## src/rtl/cfg_tap.sv

```systemverilog
module cfg_tap #(
  parameter int IR_W     = 10,
  parameter int ID_W     = 32,
  parameter int IO_W     = 8,
  parameter int BITS     = 64,
  parameter int INIT_CYC = 299,
  parameter logic [ID_W-1:0] ID_VAL    = 32'h1C0D_E0A3,
  parameter logic [IR_W-1:0] OP_IDCODE = 10'h006,
  parameter logic [IR_W-1:0] OP_SAMPLE = 10'h005,
  parameter logic [IR_W-1:0] OP_PROG   = 10'h0A2,
  parameter logic [IR_W-1:0] OP_IOCTL  = 10'h0C3,
  parameter logic [IR_W-1:0] OP_PULSE  = 10'h0E1
) (
  input  logic            tck,
  input  logic            rst_n,
  input  logic            tms,
  input  logic            tdi,
  output logic            tdo,
  input  logic            reconfig_n,
  input  logic            chip_clr_n,
  input  logic            chip_oe,
  output logic            cfg_done,
  output logic            cfg_bit,
  output logic            cfg_bit_vld,
  output logic [IO_W-1:0] io_ctl
);
  localparam logic [IR_W-1:0] OP_BYP = {IR_W{1'b1}};
  localparam int SMP_W = 4;
  localparam int DR_W  = (ID_W > IO_W) ? ((ID_W > SMP_W) ? ID_W : SMP_W) : ((IO_W > SMP_W) ? IO_W : SMP_W);
  localparam int LW    = (DR_W > 1) ? $clog2(DR_W) : 1;
  localparam int CMAX  = (BITS > INIT_CYC) ? BITS : INIT_CYC;
  localparam int CW    = $clog2(CMAX + 1);

  typedef enum logic [3:0] {
    TLR = 4'd0, RTI = 4'd1, SDR = 4'd2, CDR = 4'd3, SHDR = 4'd4, E1DR = 4'd5, PDR = 4'd6, E2DR = 4'd7,
    UDR = 4'd8, SIR = 4'd9, CIR = 4'd10, SHIR = 4'd11, E1IR = 4'd12, PIR = 4'd13, E2IR = 4'd14, UIR = 4'd15
  } tap_t;
  typedef enum logic [2:0] {BLANK = 3'd0, LOADING = 3'd1, INITG = 3'd2, USER = 3'd3, ABORTED = 3'd4} ph_t;

  tap_t tap, tap_n;
  ph_t  st;
  logic [IR_W-1:0] ir, ir_sr, ir_new;
  logic [DR_W-1:0] dr, dr_sh, cap;
  logic [LW-1:0]   lsel;
  logic [CW-1:0]   cnt;
  logic busy, ok_op, prog_sh;

  always_comb begin
    case (tap)
      TLR:     tap_n = tms ? TLR  : RTI;
      RTI:     tap_n = tms ? SDR  : RTI;
      SDR:     tap_n = tms ? SIR  : CDR;
      CDR:     tap_n = tms ? E1DR : SHDR;
      SHDR:    tap_n = tms ? E1DR : SHDR;
      E1DR:    tap_n = tms ? UDR  : PDR;
      PDR:     tap_n = tms ? E2DR : PDR;
      E2DR:    tap_n = tms ? UDR  : SHDR;
      UDR:     tap_n = tms ? SDR  : RTI;
      SIR:     tap_n = tms ? TLR  : CIR;
      CIR:     tap_n = tms ? E1IR : SHIR;
      SHIR:    tap_n = tms ? E1IR : SHIR;
      E1IR:    tap_n = tms ? UIR  : PIR;
      PIR:     tap_n = tms ? E2IR : PIR;
      E2IR:    tap_n = tms ? UIR  : SHIR;
      default: tap_n = tms ? SDR  : RTI;
    endcase
  end

  assign busy    = (st == LOADING) || (st == INITG);
  assign ok_op   = (ir_sr == OP_BYP) || (ir_sr == OP_IDCODE) || (ir_sr == OP_SAMPLE) ||
                   (ir_sr == OP_PROG) || (ir_sr == OP_IOCTL);
  assign ir_new  = (busy && !ok_op) ? OP_BYP : ir_sr;
  assign prog_sh = (tap == SHDR) && (ir == OP_PROG);

  always_comb begin
    cap = '0;
    if (ir == OP_IDCODE) begin
      lsel = LW'(ID_W - 1);
      cap[ID_W-1:0] = ID_VAL;
    end else if (ir == OP_SAMPLE) begin
      lsel = LW'(SMP_W - 1);
      cap[SMP_W-1:0] = {cfg_done, reconfig_n, chip_oe, chip_clr_n};
    end else if (ir == OP_IOCTL) begin
      lsel = LW'(IO_W - 1);
      cap[IO_W-1:0] = io_ctl;
    end else begin
      lsel = '0;
    end
    dr_sh = dr >> 1;
    dr_sh[lsel] = tdi;
  end

  assign tdo         = (tap == SHDR) ? dr[0] : ((tap == SHIR) ? ir_sr[0] : 1'b0);
  assign cfg_bit     = tdi;
  assign cfg_bit_vld = prog_sh && reconfig_n && ((st == BLANK) || (st == LOADING));

  always_ff @(posedge tck or negedge rst_n) begin
    if (!rst_n) begin
      tap    <= TLR;
      ir     <= OP_IDCODE;
      ir_sr  <= '0;
      dr     <= '0;
      io_ctl <= '0;
    end else begin
      tap <= tap_n;
      if (tap == TLR) ir <= OP_IDCODE;
      if (tap == CIR) ir_sr <= IR_W'(2'b01);
      if (tap == SHIR) ir_sr <= {tdi, ir_sr[IR_W-1:1]};
      if (tap == UIR) ir <= ir_new;
      if (tap == CDR) dr <= cap;
      if (tap == SHDR) dr <= dr_sh;
      if (tap == UDR && ir == OP_IOCTL) io_ctl <= dr[IO_W-1:0];
    end
  end

  always_ff @(posedge tck or negedge rst_n) begin
    if (!rst_n) begin
      st       <= BLANK;
      cnt      <= '0;
      cfg_done <= 1'b0;
    end else if (!reconfig_n) begin
      st       <= BLANK;
      cnt      <= '0;
      cfg_done <= 1'b0;
    end else if (tap == UIR && ir_new == OP_IOCTL) begin
      st       <= ABORTED;
      cfg_done <= 1'b0;
    end else if (tap == UIR && ir_new == OP_PULSE) begin
      st       <= BLANK;
      cnt      <= '0;
      cfg_done <= 1'b0;
    end else if (cfg_bit_vld) begin
      if (cnt == CW'(BITS - 1)) begin
        st  <= INITG;
        cnt <= '0;
      end else begin
        st  <= LOADING;
        cnt <= cnt + 1'b1;
      end
    end else if (st == INITG) begin
      if (cnt == CW'(INIT_CYC - 1)) begin
        st       <= USER;
        cfg_done <= 1'b1;
      end else begin
        cnt <= cnt + 1'b1;
      end
    end
  end
endmodule

```

## config.mk

```make
export PLATFORM = sky130hd
export DESIGN_NAME = cfg_tap
export DESIGN_NICKNAME = d
export VERILOG_FILES = /design/src/rtl/cfg_tap.sv
export SDC_FILE = /design/constraint.sdc
export NUM_CORES = 1
export LEC_CHECK = 0
export ABC_AREA = 1
export BUFFER_PORTS_ARGS = -buffer_cell sky130_fd_sc_hd__buf_2
export CAP_MARGIN = 5
export CORE_MARGIN = 4
export CORE_UTILIZATION = 40
export CTS_CLUSTER_DIAMETER = 60
export DETAILED_ROUTE_END_ITERATION = 16
export SYNTH_ARGS = -nofsm -noshare
export SYNTH_HDL_FRONTEND = slang
export SYNTH_SLANG_ARGS = --single-unit
```

## constraint.sdc

```tcl
create_clock -name tck -period 2.3 [get_ports tck]
set_clock_uncertainty 0.05 [all_clocks]
set_input_delay 0.23 -clock tck [delete_from_list [all_inputs] [get_ports tck]]
set_output_delay 0.23 -clock tck [all_outputs]
set_load 0.01 [all_outputs]
```

Yosys cells after proc, flatten, opt, wreduce, memory -nomap -nowiden
Cells that the tools add are included.

storage, ports and cells
  register bits = 77

cells by class
  add/sub/neg operators = 1
  order comparisons = 2
  equal/unequal tests = 37
  multiplexer cells = 53
  reductions and logical operators = 25

operator list
  cell                                                                     number
  32-bit 2-to-1 mux                                                        2
  9-bit 2-to-1 mux                                                         7
  10-bit by 8-bit equality test with 1-bit output (second input constant)  6
  10-bit 2-to-1 mux                                                        5
  4-bit case mux with 11 select lines                                      1
  10-bit by 3-bit equality test with 1-bit output (second input constant)  4
  32-bit bitwise mux                                                       1
  4-bit equality test (second input constant)                              8
  3-bit 2-to-1 mux                                                         9
  4-bit 2-to-1 mux                                                         6
  21-bit 2-to-1 mux                                                        1
  4-bit by 3-bit equality test with 1-bit output (second input constant)   4
  8-bit 2-to-1 mux                                                         2
  1-bit 2-to-1 mux                                                         12
  4-bit by 1-bit != test with 1-bit output (second input constant)         3
  10-bit equality test (second input constant)                             1
  5-bit 2-to-1 mux                                                         2
  5-bit by 1-bit != test with 1-bit output (second input constant)         2
  9-bit by 1-bit adder with 9-bit output (second input constant)           1
  9-bit by 6-bit equality test with 1-bit output (second input constant)   1
  9-bit equality test (second input constant)                              1
  4-bit by 2-bit equality test with 1-bit output (second input constant)   2
  1-bit logical AND                                                        8
  2-bit 2-to-1 mux                                                         4
  16 further kinds                                                         25

Logic depth before layout (Yosys ltp)
  word-level depth = 13
  mapped depth = 15

Least setup slack after synthesis
Ideal clock, no wire load.

  kind = reg2reg
  from = register tap[1]
  to = register cnt[8]
  library setup time = 0.123 ns
  data arrival time = 1.503 ns
  slack = 0.624 ns
  stages on the path, launching flop included = 14
  period minus slack after synthesis = 1.676 ns
  cells stage by stage = dfrtp_1 -> inv_2 -> nand2_1 -> nor2_4 -> nand4_1 -> nor2_1 -> nand2_1 -> nand2_1 -> nor2_1 -> nand2_2 -> nand2_4 -> buf_12 -> nand2_2 -> o21ai_2

on the way
  word-level cells in the longest chain between the ends = 8
  elaborated cells between the ends (all ways) = 15

RTL lines
  element                                         line  text
  start: declaration                              40    tap_t tap, tap_n;
  start signal: assignment                        105   tap <= tap_n;
  4-bit by 3-bit equality test with 1-bit output  73    assign prog_sh = (tap == SHDR) && (ir == OP_PROG);
  1-bit logical AND                               73
  1-bit logical AND (2 in series)                 95    assign cfg_bit_vld = prog_sh && reconfig_n && ((st == BLANK) || (st == LOADING));
  9-bit 2-to-1 mux                                132   end else if (cfg_bit_vld) begin
  9-bit 2-to-1 mux                                128   end else if (tap == UIR && ir_new == OP_PULSE) begin
  9-bit 2-to-1 mux                                125   end else if (tap == UIR && ir_new == OP_IOCTL) begin
  9-bit 2-to-1 mux                                121   end else if (!reconfig_n) begin
  end signal: assignment                          138   cnt <= cnt + 1'b1;
  end signal: assignment                          145   cnt <= cnt + 1'b1;
  end: declaration                                45    logic [CW-1:0] cnt;

Several ways; a longest one is shown, not always the timed one. The select of a mux whose other input is x is not followed.
A chain may end at the register's enable or synchronous reset.

Worst setup path after layout
  from = register tap[0]
  to = output port tdo

on the way
  word-level cells in the longest chain between the ends = 3
  elaborated cells between the ends (all ways) = 4

RTL lines
  element              line  text
  4-bit equality test  93    assign tdo = (tap == SHDR) ? dr[0] : ((tap == SHIR) ? ir_sr[0] : 1'b0);
  1-bit 2-to-1 mux     93
  1-bit 2-to-1 mux *   93
  end: declaration     18    output logic tdo,

Every way passes the cells marked *; elsewhere a longest branch is shown, timed or not.

==> impl_results.md <==
- Status: finished, final reports clean
- TNS Setup: 0 ps
- Synth warn: 0
- Bufs and invs on worst path: 4
- Mapped Nets: 485
- Gr ovfl total: 0
- Final worst slack: 240 ps
- Diodes inserted: 0
- Fin nets: 507
- Via Count: 3249
- Clock power share: 22.3%
- # setup viols final: 0
- Remaining DRCs: 0
- Number of global-route vias before repair: 3128
- R2R Path Start: cnt[1]$_DFFE_PN0P_
- Yosys reg bits: 77
- Crit share post-route: 89.6%
- Worst EP arrival: 1780 ps
- Logic gate share of total power: 36.4%
- Post-CTS Resized: 0
- Clock edge transition at the registers on the reported setup and hold paths: 90 ps
- Slew @ Worst Pin: 511 ps
- Hold_sp: tms
- Post-synth ARST share: 100%
- # Post-CTS Setup Buffers: 0
- Static Leakage: 2.19 nW
- CP Depth: 7
- Routed Antenna Nets: 0
- I/O Pins: 19
- Min Tclk post-route: 2060 ps
- Post-DP HPWL: 6080 um
- Sink Count: 77
- # port buffers: 18
- Switching pwr: 1.85 mW
- Wirelength, routed: 8350 um
- Drt via density: 5.11
- Worst VDD drop: 0.510 mV
- Number of synthesized flops with an enable pin: 0
- WS Path Type: flop to output port
- R2R cell count: 10
- Latest clock arrival within the worst-skew pair: 340 ps
- Top Family by Delay on Critical Path: buffers and inverters
- Synthesized area: 0.00396 mm2
- CTS tree: built
- Hold path cells: 3
- DR pass1 iterations: 4
- WL per Instance: 13.1 um
- RD Place Congestion: 0.905
- Share of cells above drive strength 1: 15.9%
- Root buffer cell: clkbuf_8
- Crit Path Max Fanout: 26
- Flop pwr share: 41.3%
- P per Cell Area: 1070 mW/mm2
- Rows: 36
- Max-Cap Viols: 0
- Mapped Avg Cell Area: 8.32 um2
- Rel. slew slack: 65.9%
- Worst path required time: 2020 ps
- Tot GR Track Use: 15.8%
- CTS H-tree lvls: 3
- RSZ-0062 raised after global routing: false
- Unique masters post-synth: 41
- Seq/Total Area, Yosys: 48.7%
- Core Region: 0.00973 mm2
- Die Y-Extent: 108 um
- Clock Path Buffers: 2
- Crit path from: tap[0]$_DFF_PN0_
- Hold Fails Final Rpt: 0
- CP startpoint kind: flop
- Initial Util: 40.7%
- Worst hold path type: input pin to flop
- Die area: 0.0116 mm2
- Main synth FF type: dfrtp_1
- Cell count after synthesis: 476
- CP most frequent cell: inv_2
- Switching share of power: 39.4%
- Max Clk Rate: 485 MHz
- Initial antenna violation count: 0
- Largest net degree at the start of global routing: 41
- Num CTS Buffers: 9
- Worst path slowest cell: dfrtp_1
- First-pass GRT wire length: 14700 um
- Die width: 108 um
- Fin. max-slew vios: 0
- Starting DRC count in detailed routing: 168
- Pre-CTS WS: 385 ps
- Crit-path max cell delay: 460 ps
- Int Pwr: 2.86 mW
- Area growth syn-to-layout: 11.4%
- Critical path capture point type: output port
- Critical Path, Cell by Cell: inv_2, nand2_1, nor2_4, inv_2, buf_4, o22ai_1, buf_2
path summary, 6_finish.rpt:
check / endpoint / slack (ps)
worst min register to register: io_ctl[1]$_DFFE_PN0P_ / 460
min in group asynchronous: dr[11]$_DFFE_PN0N_ / 340
worst max register to register: cnt[1]$_DFFE_PN0P_ / 370
worst min-delay path: tap[1]$_DFF_PN0_ / 140
worst max-delay path: tdo / 240
max in group asynchronous: ir[2]$_DFFE_PN1P_ / 1190
layer usage:
layer  global-route usage (%)  wire [um]
met1                     22.3       4020
met2                     24.4       3940
met3                     2.70        259
met4                     5.50        124
met5                        0          0
logic make-up (layout without fill, tap and decap cells):
family,Yosys count,in the layout,synth area share (%)
flops,77,77,48.7
compound gates,106,106,16.8
buf+inv,113,140,11.4
fa+ha+maj,2,2,0.632
simple gates,172,172,21.1
xor+xnor,6,6,1.33
cell usage in the layout (no fill, tap or decap), types with 9 or more instances in the layout:
cell / instances
o21ai_0: 39
dfrtp_1: 75
nand2_1: 69
a221oi_1: 10
o22ai_1: 25
inv_2: 9
a21oi_1: 9
clkbuf_8: 9
nor2_1: 34
inv_1: 89
nand3_1: 18
nand4_1: 15
buf_2: 17
nor3_1: 12
synth_stat cells, types with 2 or more instances:
library cell | instances | share of area (%)
o21ai_0 | 39 | 4.9
clkbuf_1 | 9 | 0.85
nor2_1 | 34 | 3.2
buf_2 | 3 | 0.38
dfrtp_1 | 75 | 47
o22ai_1 | 25 | 3.9
or2_2 | 2 | 0.32
nand3_2 | 2 | 0.51
dfstp_2 | 2 | 1.3
nand2_4 | 2 | 0.57
o21ai_2 | 8 | 1.8
o21ai_1 | 3 | 0.38
xor2_1 | 5 | 1.1
nand4_1 | 15 | 2.4
nand3_1 | 18 | 2.3
nand2_2 | 8 | 1.3
o221ai_1 | 3 | 0.66
inv_1 | 89 | 8.4
a21oi_1 | 9 | 1.1
o211ai_1 | 2 | 0.38
nor4_1 | 2 | 0.32
nor2_2 | 2 | 0.32
buf_4 | 2 | 0.38
a22oi_1 | 3 | 0.57
a221oi_1 | 10 | 2.2
ha_1 | 2 | 0.63
inv_2 | 9 | 0.85
nor3_1 | 12 | 1.5
nand2_1 | 69 | 6.5
stage by stage:
stage	cell area, um2	util (%)	hold WS [ps]	instances	total power, mW
2_1_floorplan	3960	-	-116	476	3.25
3_3_place_gp	4200	43.2	185	619	3.64
3_5_place_dp	4200	43.2	194	619	3.68
4_1_cts	4410	45.4	113	636	4.75
5_1_grt	4410	45.4	147	636	5.12
6_report	4410	45.4	136	636	4.71
cell type report:
cell class              instances  area [um2]
repair buffers                 26         168
well taps                     133         166
flip-flops and latches         77        1930
inverters                      98         368
fillers                       985        5320
clock buffers                   9         124
multi-input cells             286        1580
clock inverters                 7        78.8
power groups by stage:
stage / clock network, mW / logic [mW] / registers (mW)
2_1_floorplan: 0 / 1.33 / 1.92
3_3_place_gp: 0 / 1.68 / 1.96
6_report: 1.05 / 1.72 / 1.95
5_1_grt: 1.15 / 1.98 / 1.99
4_1_cts: 1.09 / 1.72 / 1.94
3_5_place_dp: 0 / 1.71 / 1.97
flip-flops by register name, summed over array words and instances, names as in the netlist:
signal	flops
dr	32
ir	10
ir_sr	10
cnt	9
io_ctl	8
tap	4
st	3
cfg_done	1
repair_timing:
action,CTS,global route
setup endpoints to repair,0,0
endpoints found under the hold margin,37,0
hold buffers,1,0
worst reg2reg max path, delay by kind of cell, from the launching register on:
kind	cells	cell delay, ps
adder cells (fa/ha/maj)	1	200
flip-flops	1	420
AND/OR/NAND/NOR	9	1160
Note: power is estimated with default switching activity, not from simulation.
